<file path="src/rtl/iskp_pkg.sv">
package iskp_pkg;
    localparam int INSTR_W = 16;
    localparam int OPC_W   = 6;
    localparam int DATA_W  = 8;
    localparam int FIELD_W = 8;
    localparam int BANK_W  = 4;
    localparam int ADDR_W  = BANK_W + FIELD_W;

    localparam logic [OPC_W-1:0] OPC_INC_SKZ  = 6'b001111;
    localparam logic [OPC_W-1:0] OPC_INC_SKNZ = 6'b010010;

    typedef enum logic [1:0] {
        OP_NONE,
        OP_INC_SKZ,
        OP_INC_SKNZ
    } iskp_op_e;

    typedef enum logic [2:0] {
        ST_Q1_DECODE,
        ST_Q2_READ,
        ST_Q3_CALC,
        ST_Q4_WRITE,
        ST_NOP_FLUSH
    } iskp_state_e;

    typedef struct packed {
        iskp_op_e             kind;
        logic                 to_file;
        logic                 use_bsr;
        logic [FIELD_W-1:0]   field;
    } iskp_dec_t;
endpackage

</file>
<file path="src/rtl/iskp_decode.sv">
module iskp_decode
    import iskp_pkg::*;
#(
    parameter int IW = INSTR_W
) (
    input  logic [IW-1:0] word_in,
    output iskp_dec_t     dec_out
);
    localparam int OPC_LSB = IW - OPC_W;
    localparam int D_BIT   = OPC_LSB - 1;
    localparam int A_BIT   = OPC_LSB - 2;

    logic [OPC_W-1:0] opc;

    always_comb begin
        opc = word_in[IW-1:OPC_LSB];
        dec_out.to_file = word_in[D_BIT];
        dec_out.use_bsr = word_in[A_BIT];
        dec_out.field   = word_in[FIELD_W-1:0];
        unique case (opc)
            OPC_INC_SKZ:  dec_out.kind = OP_INC_SKZ;
            OPC_INC_SKNZ: dec_out.kind = OP_INC_SKNZ;
            default:      dec_out.kind = OP_NONE;
        endcase
    end
endmodule

</file>
<file path="src/rtl/iskp_bank_addr.sv">
module iskp_bank_addr #(
    parameter int FW = iskp_pkg::FIELD_W,
    parameter int BW = iskp_pkg::BANK_W
) (
    input  logic [FW-1:0]    field,
    input  logic             use_bsr,
    input  logic [BW-1:0]    bsr_val,
    output logic [BW+FW-1:0] addr
);
    localparam logic [BW-1:0] LOW_BANK  = '0;
    localparam logic [BW-1:0] HIGH_BANK = '1;

    logic [BW-1:0] access_bank;

    // upper half of the field selects the top bank of the access window
    assign access_bank = field[FW-1] ? HIGH_BANK : LOW_BANK;

    always_comb begin
        if (use_bsr) begin
            addr = {bsr_val, field};
        end else begin
            addr = {access_bank, field};
        end
    end
endmodule

</file>
<file path="src/rtl/iskp_alu.sv">
module iskp_alu
    import iskp_pkg::*;
#(
    parameter int DW = DATA_W
) (
    input  logic [DW-1:0] operand,
    input  logic [DW-1:0] result_q,
    input  iskp_op_e      kind,
    output logic [DW-1:0] sum,
    output logic          skip
);
    localparam logic [DW-1:0] ONE = DW'(1);

    logic res_zero;

    assign sum      = operand + ONE;
    assign res_zero = (result_q == '0);

    always_comb begin
        unique case (kind)
            OP_INC_SKZ:  skip = res_zero;
            OP_INC_SKNZ: skip = !res_zero;
            default:     skip = 1'b0;
        endcase
    end
endmodule

</file>
<file path="src/rtl/iskp_phase_ctrl.sv">
module iskp_phase_ctrl
    import iskp_pkg::*;
#(
    parameter int PHASES      = 4,
    parameter int MAX_NOP_CYC = 2
) (
    input  logic        clk,
    input  logic        rst_n,
    input  logic        start,
    input  logic        skip_now,
    input  logic        two_word_q,
    output iskp_state_e state,
    output logic        busy,
    output logic        rd_phase,
    output logic        calc_phase,
    output logic        wr_phase,
    output logic        squash
);
    localparam int PH_W = (PHASES > 1) ? $clog2(PHASES) : 1;
    localparam int NC_W = $clog2(MAX_NOP_CYC + 1);
    localparam logic [PH_W-1:0] PH_LAST = PH_W'(PHASES - 1);
    localparam logic [NC_W-1:0] NC_ONE  = NC_W'(1);
    localparam logic [NC_W-1:0] NC_TWO  = NC_W'(2);

    iskp_state_e     state_q, state_d;
    logic [PH_W-1:0] ph_q, ph_d;
    logic [NC_W-1:0] left_q, left_d;

    // state register
    always_ff @(posedge clk) begin
        if (!rst_n) begin
            state_q <= ST_Q1_DECODE;
            ph_q    <= '0;
            left_q  <= '0;
        end else begin
            state_q <= state_d;
            ph_q    <= ph_d;
            left_q  <= left_d;
        end
    end

    // transitions
    always_comb begin
        state_d = state_q;
        ph_d    = ph_q;
        left_d  = left_q;
        unique case (state_q)
            ST_Q1_DECODE: begin
                if (start) begin
                    state_d = ST_Q2_READ;
                end
            end
            ST_Q2_READ:  state_d = ST_Q3_CALC;
            ST_Q3_CALC:  state_d = ST_Q4_WRITE;
            ST_Q4_WRITE: begin
                if (skip_now) begin
                    state_d = ST_NOP_FLUSH;
                    ph_d    = '0;
                    left_d  = two_word_q ? NC_TWO : NC_ONE;
                end else begin
                    state_d = ST_Q1_DECODE;
                end
            end
            ST_NOP_FLUSH: begin
                if (ph_q == PH_LAST) begin
                    ph_d = '0;
                    if (left_q == NC_ONE) begin
                        state_d = ST_Q1_DECODE;
                        left_d  = '0;
                    end else begin
                        left_d = left_q - NC_ONE;
                    end
                end else begin
                    ph_d = ph_q + PH_W'(1);
                end
            end
            default: state_d = ST_Q1_DECODE;
        endcase
    end

    // outputs
    always_comb begin
        busy       = 1'b1;
        rd_phase   = 1'b0;
        calc_phase = 1'b0;
        wr_phase   = 1'b0;
        squash     = 1'b0;
        unique case (state_q)
            ST_Q1_DECODE: busy       = 1'b0;
            ST_Q2_READ:   rd_phase   = 1'b1;
            ST_Q3_CALC:   calc_phase = 1'b1;
            ST_Q4_WRITE: begin
                wr_phase = 1'b1;
                squash   = skip_now;
            end
            ST_NOP_FLUSH: busy = 1'b1;
            default:      busy = 1'b0;
        endcase
    end

    assign state = state_q;
endmodule

</file>
<file path="src/rtl/incskip_exec.sv">
module incskip_exec
    import iskp_pkg::*;
#(
    parameter int IW = INSTR_W,
    parameter int DW = DATA_W,
    parameter int FW = FIELD_W,
    parameter int BW = BANK_W
) (
    input  logic            clk,
    input  logic            rst_n,
    input  logic [IW-1:0]   instr_word,
    input  logic            instr_valid,
    input  logic            next_two_word,
    input  logic [BW-1:0]   bsr,
    output logic [BW+FW-1:0] rf_addr,
    output logic            rf_rd_en,
    input  logic [DW-1:0]   rf_rdata,
    output logic            rf_wr_en,
    output logic [DW-1:0]   rf_wdata,
    output logic [DW-1:0]   w_value,
    output logic            busy,
    output logic            squash
);
    iskp_dec_t   dec_in, dec_q;
    iskp_state_e state;
    logic [BW-1:0] bsr_q;
    logic          two_word_q;
    logic [DW-1:0] sum, result_q, w_q;
    logic          skip_now, start;
    logic          rd_phase, calc_phase, wr_phase;

    iskp_decode #(.IW(IW)) u_decode (
        .word_in (instr_word),
        .dec_out (dec_in)
    );

    assign start = instr_valid && (dec_in.kind != OP_NONE) && (state == ST_Q1_DECODE);

    iskp_bank_addr #(.FW(FW), .BW(BW)) u_addr (
        .field   (dec_q.field),
        .use_bsr (dec_q.use_bsr),
        .bsr_val (bsr_q),
        .addr    (rf_addr)
    );

    iskp_alu #(.DW(DW)) u_alu (
        .operand  (rf_rdata),
        .result_q (result_q),
        .kind     (dec_q.kind),
        .sum      (sum),
        .skip     (skip_now)
    );

    iskp_phase_ctrl u_ctrl (
        .clk        (clk),
        .rst_n      (rst_n),
        .start      (start),
        .skip_now   (skip_now),
        .two_word_q (two_word_q),
        .state      (state),
        .busy       (busy),
        .rd_phase   (rd_phase),
        .calc_phase (calc_phase),
        .wr_phase   (wr_phase),
        .squash     (squash)
    );

    // decode-phase capture of the word and its context
    always_ff @(posedge clk) begin
        if (!rst_n) begin
            dec_q      <= '0;
            bsr_q      <= '0;
            two_word_q <= 1'b0;
        end else if (start) begin
            dec_q      <= dec_in;
            bsr_q      <= bsr;
            two_word_q <= next_two_word;
        end
    end

    // compute phase result and working register
    always_ff @(posedge clk) begin
        if (!rst_n) begin
            result_q <= '0;
            w_q      <= '0;
        end else begin
            if (calc_phase) begin
                result_q <= sum;
            end
            if (wr_phase && !dec_q.to_file) begin
                w_q <= result_q;
            end
        end
    end

    assign rf_rd_en = rd_phase;
    assign rf_wr_en = wr_phase && dec_q.to_file;
    assign rf_wdata = result_q;
    assign w_value  = w_q;
endmodule

</file>
<file path="config.mk">
export PLATFORM = sky130hd
export DESIGN_NAME = incskip_exec
export DESIGN_NICKNAME = d
export VERILOG_FILES = /design/src/rtl/iskp_pkg.sv /design/src/rtl/iskp_decode.sv /design/src/rtl/iskp_bank_addr.sv /design/src/rtl/iskp_alu.sv /design/src/rtl/iskp_phase_ctrl.sv /design/src/rtl/incskip_exec.sv
export SDC_FILE = /design/constraint.sdc
export NUM_CORES = 1
export LEC_CHECK = 0
export CAP_MARGIN = 20
export CORE_MARGIN = 5
export CORE_UTILIZATION = 35
export DETAILED_ROUTE_END_ITERATION = 16
export PLACE_DENSITY = 0.62
export SLEW_MARGIN = 20
export SYNTH_ARGS = -nofsm -noshare
export SYNTH_HDL_FRONTEND = slang
export SYNTH_SLANG_ARGS = --single-unit
</file>
<file path="constraint.sdc">
create_clock -name clk -period 5.68 [get_ports clk]
set_input_delay 1.704 -clock clk [delete_from_list [all_inputs] [get_ports clk]]
set_output_delay 1.704 -clock clk [all_outputs]
set_load 0.02 [all_outputs]
</file>
[Word level (Yosys, flattened, before mapping)]
Cells that the tools add are included.
Storage, ports and cells
  flip-flop bits (word level): 40
  bits of input ports: 32
  output and inout bits: 32
  word-level logic and storage cells: 64
Operators by class
  add/sub/neg operators: 3
  equality and inequality tests: 14
  multiplexer cells: 22
  reductions and logical operators: 14
Operators by type and width (count)
  $pmux 3 s5: 1
  $mux 12: 1
  $mux 2: 6
  $mux 3: 4
  $pmux 2 s2: 3
  $add 8x1->8 const B: 1
  $logic_not 8->1: 1
  $eq 3x2->1 const B: 2
  $eq 6x4->1 const B: 1
  $eq 6x5->1 const B: 1
  $ne 2x1->1 const B: 3
  $reduce_and 3->1: 2
  $mux 1: 5
  $eq 2x1->1 const B: 2
  $eq 2x2->1 const B: 2
  $logic_and 1x1->1: 4
  $mux 4: 1
  $reduce_bool 2->1: 2
  $reduce_or 4->1: 1
  $eq 3x1->1 const B: 1
  $eq 3x3->1 const B: 1
  $logic_not 3->1: 1
  $add 2x1->2 const B: 1
  $logic_not 1->1: 2
  4 further kinds: 4

[Depth between registers and ports, before layout]
Gate-level depths: netlist of the first run.
  depth in word-level cells: 7
  mapped depth: 7
  mapped depth without buffers: 5

[Cells and area by module]
A second synthesis of the first run with hierarchy kept.
Second synthesis, totals
  cells, all modules: 222
  area, all modules: 2083.2 sq um
By module, submodules not included
  incskip_exec: instances 1, cells an instance 129, area each 1315.0 sq um, seq. area each 660.6 sq um
  iskp_phase_ctrl: instances 1, cells an instance 45, area each 399.1 sq um, seq. area each 140.1 sq um
  iskp_alu: instances 1, cells an instance 21, area each 151.4 sq um, seq. area each 0.0 sq um
  iskp_decode: instances 1, cells an instance 15, area each 112.6 sq um, seq. area each 0.0 sq um
  iskp_bank_addr: instances 1, cells an instance 12, area each 105.1 sq um, seq. area each 0.0 sq um

[Worst setup path before layout of the first run]
Ideal clock, no wire load.
  path kind: in2reg
  from: in instr_word[10]
  to: reg bsr_q[1]
  setup time: 0.128 ns
  data arrival time: 2.967 ns
  data required time: 5.552 ns
  setup slack: 2.585 ns
  stages on the path: 6
  buffers on the path: 2
  path through: or4b_4 a211oi_2 buf_6 buf_12 mux2i_1 nor2_1
Between the ends
  longest elaborated chain between the ends: 5
  elaborated cells between the ends (all ways): 6
  classes of those cells: eq/ne: 2; mux: 1; reduce/logical: 3
Ends and longest elaborated chain
  start, declared: RTL line incskip_exec.sv:11  | input logic [IW-1:0] instr_word,
  $eq 6x5->1 / $eq 6x4->1 (equally long branches): RTL line iskp_decode.sv:20  | unique case (opc)
  $pmux 2 s2 (*): RTL line iskp_decode.sv:20
  $reduce_bool 2->1 (*): RTL line incskip_exec.sv:37  | assign start = instr_valid && (dec_in.kind != OP_NONE) && (state == ST_Q1_DECODE);
  $logic_and 1x1->1 (*) (2 in series): RTL line incskip_exec.sv:37
  end signal, assigned: RTL line incskip_exec.sv:76  | bsr_q <= bsr;
  end, declared: RTL line incskip_exec.sv:26  | logic [BW-1:0] bsr_q;
Every way passes the cells marked *; elsewhere a longest branch is shown, timed or not.
A chain may end at the register's enable or synchronous reset.

[Worst setup path in the final report of the first run]
  from: reg u_ctrl.state_q[0] (netlist: u_ctrl.state[0])
  to: out squash
Between the ends
  longest elaborated chain between the ends: 2
Ends and longest elaborated chain
  start, declared: RTL line iskp_phase_ctrl.sv:25  | iskp_state_e state_q, state_d;
  start signal, assigned: RTL line iskp_phase_ctrl.sv:36  | state_q <= state_d;
  $eq 3x2->1: RTL line iskp_phase_ctrl.sv:88  | unique case (state_q)
  $mux 1: RTL line iskp_phase_ctrl.sv:88
  end, declared: RTL line incskip_exec.sv:22  | output logic squash
Every way passes these cells.

==> impl_metrics.ini, run 1 <==
[die]
core_sq_mm = 0.00514
dieArea_sq_mm = 0.00685
dieHeight_um = 82.8
start_util = 0.361
ioPinCount = 64
num_rows = 26
dieWidth_um = 82.8

[yosys]
ys_seq_area_frac = 0.432
synth-edff-count = 0
synth_top_area_frac = 0.432
synth_top_area_cell = dfxtp_1
syn_area_sq_mm = 0.00185
yosysMostFrequentCell = dfxtp_1
yosys-top-cells-area = dfxtp_1, mux2i_1, nor2_1, nand2_1, o21ai_0
ys_ff_latch = 40
synthCells = 207
syn_avg_cell_area_sq_um = 8.96
synthFlopType = dfxtp_1
ys_async_sr_fraction = 0
synth_nets = 242
synth.yosys.warnings = 0
synth.distinct_cells = 39
yosys-top-cells-count = dfxtp_1, nor2_1, nand2_1

[placed_design]
io_buffers = 63
dp_slack_ns = 1.55
place.gp.congestion = 0.743
post-dp-hpwl_um = 3030

[clock_tree]
h-tree-depth = 2
post_cts_buffers = 0
clkSinkCount = 40
cts_resized = 0
cts_buffer_depth = 2
clkTransAtPathRegs_ns = 0.07
numCtsBuffers = 5
root_buffer = clkbuf_8
cts_tree = done
ctsHoldBuffers = 0
insertion_delay_ns = 0.29

[power]
vdd_drop_max_uv = 129
p_comb_frac = 0.212
p_int_w = 0.000446
power_switching_w = 0.000171
clkPwrFrac = 0.282
finalPower_w = 0.000616
power_density_mw_per_mm2 = 243
p_sw_frac = 0.277
p_seq_frac = 0.506
p_leak_nw = 0.863

[timing]
slew-limit-headroom = 0.287
finalCritPeriodShare = 0.730
fin_tns_setup_ns = 0
skew_ns = 0.00161
fmax_ghz = 0.241
rsz0062_at_grt = false
slew_violations = 0
setup_viol = 0
period_needed_ns = 4.15
max_slew.worst_pin.slew_ns = 1.07
hold_viol = 0
setup_ws_ns = 1.53

[global_route]
grt_usage = 0.120
overflow = 0
antenna_found_initial = 0
grt_max_degree = 31
grt_pass1_wl_um = 6360
grt_pass1_vias = 1400

[setup_path]
critPathMaxStageDelay_ns = 0.60
cp.arrival_ns = 2.45
end_kind = output pin
worstPathMaxFanout = 12
critPathSlowestCell = clkdlybuf4s50_1
path_cells = nand3b_1 -> a2111oi_2 -> or2_2 -> clkdlybuf4s50_1
worstSetupStartpointType = flip-flop
crit_type = reg2out
cpLargestDelayFamily = buffers and inverters
reg2reg_depth = 4
cp_num_buf_inv = 1
r2r_slack_ns = 3.54
cp_data_required_time_ns = 3.98
path_depth = 4

[cells_and_area]
area_delta_synth_final_pct = 36.9
multi_input_area_sq_um = 920
finalNetCount = 294
fillers = 543
final_util = 0.494
n_antenna_cell = 0
drive_gt1_frac = 0.0463
ff_latch_area_sq_um = 801

[run]
cap_violations = 0

[routing]
vias = 1553
drc = 0
avgViaCountPerCell = 4.72
routed_wl_um = 4050
wl_per_cell_um = 12.3
drt_iter0_markers = 50
dr.pass1.iters = 4
ant_nets = 0

[min_path]
holdPathStages = 2
hold_class = reg2reg

[run_status]
status = finished, final reports clean
-- worst paths after layout --
check | start | end
worst max-delay path | u_ctrl.state[0]$_SDFFE_PN0P_ | squash
worst min-delay path | u_ctrl.left_q[1]$_SDFFE_PN0P_ | u_ctrl.left_q[1]$_SDFFE_PN0P_
worst max register to register | u_ctrl.state[2]$_SDFFE_PN0P_ | dec_q[8]$_SDFFE_PN0P_
worst min register to register | u_ctrl.left_q[1]$_SDFFE_PN0P_ | u_ctrl.left_q[1]$_SDFFE_PN0P_
-- tightest hold or removal path: cells and delay by family (launching register included) --
kind             cells  cell delay [ns]
DFF                  1             0.31
and+or+nand+nor      1             0.05
muxes                1             0.05
-- final cells by class --
class | count | area share
flip-flops and latches | 40 | 0.315
well taps | 70 | 0.0345
inverters | 4 | 0.00591
multi-input cells | 144 | 0.362
clock inverters | 1 | 0.00197
repair buffers | 64 | 0.251
clock buffers | 6 | 0.0286
-- through the flow --
stage / hold slack, ns / cells / cell area [sq um]
2_1_floorplan: 0.438 / 207 / 1850
3_3_place_gp: 0.451 / 322 / 2460
3_5_place_dp: 0.452 / 322 / 2460
4_1_cts: 0.462 / 329 / 2540
5_1_grt: 0.490 / 329 / 2540
6_report: 0.458 / 329 / 2540
-- logic make-up (layout without fill, tap and decap cells) --
| group | count (synthesis) | in the layout | share of synthesized area |
|---|---|---|---|
| AOI/OAI and AO/OA | 35 | 35 | 0.119 |
| xor gates and xnor gates | 6 | 6 | 0.0283 |
| adders and majority gates | 3 | 3 | 0.0202 |
| buffers and inverters | 23 | 75 | 0.0762 |
| DFF | 40 | 40 | 0.432 |
| muxes | 20 | 20 | 0.108 |
| and+or+nand+nor | 80 | 80 | 0.216 |
-- power groups by stage --
stage	Combinational (W)	Clock, W	Sequential, W
floorplan	0.0000624	0	0.000323
global route	0.000141	0.000194	0.000314
CTS	0.000133	0.000182	0.000312
global placement	0.000132	0	0.000318
finish	0.000131	0.000174	0.000312
detailed placement	0.000132	0	0.000318
-- registers in the layout (all words and copies together) (netlist names) --
signal / count
bsr_q: 4
dec_q: 12
rf_wdata: 8
two_word_q: 1
u_ctrl.left_q: 2
u_ctrl.ph_q: 2
u_ctrl.state: 3
w_value: 8
-- cell usage in the layout (no fill, tap or decap), types with 2 or more instances in the layout --
cell type        netlist  layout
xnor2_1                4       4
or3_1                  2       2
clkbuf_8               0       5
a21oi_1               10      10
xor2_1                 2       2
dfxtp_1               40      40
nor4_1                 2       2
nand3_1                3       3
nand3b_1               2       2
a211oi_1               8       8
nand2b_1               2       2
mux2i_1               20      20
nor3_1                 3       3
ha_1                   3       3
o21ai_0               12      12
clkdlybuf4s50_1        0      63
nor3b_1                5       5
nand2_1               23      23
inv_1                  3       3
nor2_1                28      28
-- layer usage --
layer,GRT usage,vias to the layer above,part of all wire
met5,0,-,0
met4,0.0343,0,0.012
met3,0.0432,6,0.070
met2,0.188,47,0.43
met1,0.156,689,0.49
li1,-,811,-
Power figures use the tool's default switching activity.
==> inputs of run 2 (changes only) <==
- PLACE_DENSITY: 0.62 -> 0.65
- clock period: 5.68 -> 3.75 ns (I/O delays scaled with it)
==> impl_metrics.ini, run 2 (synthesized netlist as in run 1, its figures left out) <==
[clock_tree]
cts_buffer_depth = 2
h-tree-depth = 2
insertion_delay_ns = 0.29
numCtsBuffers = 5
cts_tree = done
ctsHoldBuffers = 0
root_buffer = clkbuf_8
clkSinkCount = 40
clkTransAtPathRegs_ns = 0.07
post_cts_buffers = 0
cts_resized = 0

[setup_path]
end_kind = output pin
critPathSlowestCell = clkdlybuf4s50_1
worstPathMaxFanout = 5
cp.arrival_ns = 2.21
path_cells = nor4_1 -> and4b_1 -> or2_2 -> clkdlybuf4s50_1
worstSetupStartpointType = flip-flop
critPathMaxStageDelay_ns = 0.60
cp_data_required_time_ns = 2.62
cpLargestDelayFamily = simple AND/OR/NAND/NOR gates
cp_num_buf_inv = 1
crit_type = reg2out

[routing]
vias = 1546
drt_iter0_markers = 69
wl_per_cell_um = 12.5
drc = 0
ant_nets = 0
routed_wl_um = 4150
dr.pass1.iters = 4
avgViaCountPerCell = 4.66

[die]
core_sq_mm = 0.00514
start_util = 0.361
dieWidth_um = 82.8
dieArea_sq_mm = 0.00685
dieHeight_um = 82.8
num_rows = 26
ioPinCount = 64

[placed_design]
io_buffers = 63
place.gp.congestion = 0.758
post-dp-hpwl_um = 3140
dp_slack_ns = 0.684

[timing]
setup_viol = 0
slew_violations = 0
rsz0062_at_grt = false
setup_ws_ns = 0.417
finalCritPeriodShare = 0.889
hold_viol = 0
slew-limit-headroom = 0.410
max_slew.worst_pin.slew_ns = 0.880
period_needed_ns = 3.33
skew_ns = 0.00560
fin_tns_setup_ns = 0
fmax_ghz = 0.300

[run]
cap_violations = 0

[cells_and_area]
largest_register_ffs = 12
layout_commonest_cell = clkdlybuf4s50_1
max_flop_register = dec_q
area_delta_synth_final_pct = 38.5
drive_gt1_frac = 0.0611
finalNetCount = 296
layout_common_cells = clkdlybuf4s50_1, dfxtp_1, nor2_1, nand2_1, mux2i_1
n_antenna_cell = 0

[power]
p_leak_nw = 0.882
power_density_mw_per_mm2 = 375
vdd_drop_max_uv = 170

[global_route]
grt_usage = 0.131
grt_pass1_vias = 1471
antenna_found_initial = 0
overflow = 0
grt_max_degree = 30
grt_pass1_wl_um = 6800

[min_path]
hold_class = reg2reg

[run_status]
status = finished, final reports clean
run 2: changes by cell type in the layout (fill, tap and decap cells not counted), sizes merged:
cell	before	now
buf	1	3
clkinv	2	3
run 2: area by class of cell:
| type | count | area, sq um |
|---|---|---|
| clock buffers | 6 | 82.6 |
| fillers | 538 | 2570 |
| well taps | 70 | 87.6 |
| multi-input cells | 144 | 920 |
| repair buffers | 66 | 653 |
| clock inverters | 2 | 10.0 |
| inverters | 4 | 15.0 |
| flip-flops and latches | 40 | 801 |
run 2: power by group:
group          leakage, nW  switching [W]  internal (W)  total (W)
clock               0.0510       0.000148      0.000147   0.000295
combinational        0.509      0.0000953      0.000103   0.000198
sequential           0.323      0.0000247      0.000446   0.000471
total                0.882       0.000268      0.000695   0.000963
run 2: path summary, 6_finish.rpt:
path | startpoint | to | slack (ns) | cells after the start
worst min register to register | u_ctrl.left_q[1]$_SDFFE_PN0P_ | u_ctrl.left_q[1]$_SDFFE_PN0P_ | 0.46 | 2
worst max register to register | u_ctrl.state[2]$_SDFFE_PN0P_ | u_ctrl.left_q[1]$_SDFFE_PN0P_ | 1.95 | 5
worst min-delay path | u_ctrl.left_q[1]$_SDFFE_PN0P_ | u_ctrl.left_q[1]$_SDFFE_PN0P_ | 0.46 | 2
worst max-delay path | rf_wdata[3]$_SDFFE_PN0P_ | squash | 0.42 | 4
run 2: metrics by stage:
stage | instance area, sq um | util | cells | total power (W) | hold slack [ns]
floorplan | 1850 | - | 207 | 0.000583 | 0.438
global placement | 2480 | 0.482 | 324 | 0.000681 | 0.450
detailed placement | 2480 | 0.482 | 324 | 0.000681 | 0.461
CTS | 2570 | 0.500 | 332 | 0.000982 | 0.472
global route | 2570 | 0.500 | 332 | 0.00102 | 0.507
finish | 2570 | 0.500 | 332 | 0.000963 | 0.465
run 2: worst register-to-register path, cell delays in order (launching register included):
cell      delay [ns]
dfxtp_1         0.44
nand3b_1        0.19
buf_4           0.19
and4b_1         0.25
a211oi_1        0.44
mux2i_1         0.23
run 2: metal layers:
metal	GRT usage	vias to the layer above	wire (um)
met1	0.159	682	1910
li1	-	812	-
met4	0.0392	0	50
met5	0	-	0
met3	0.0497	6	339
met2	0.217	46	1850
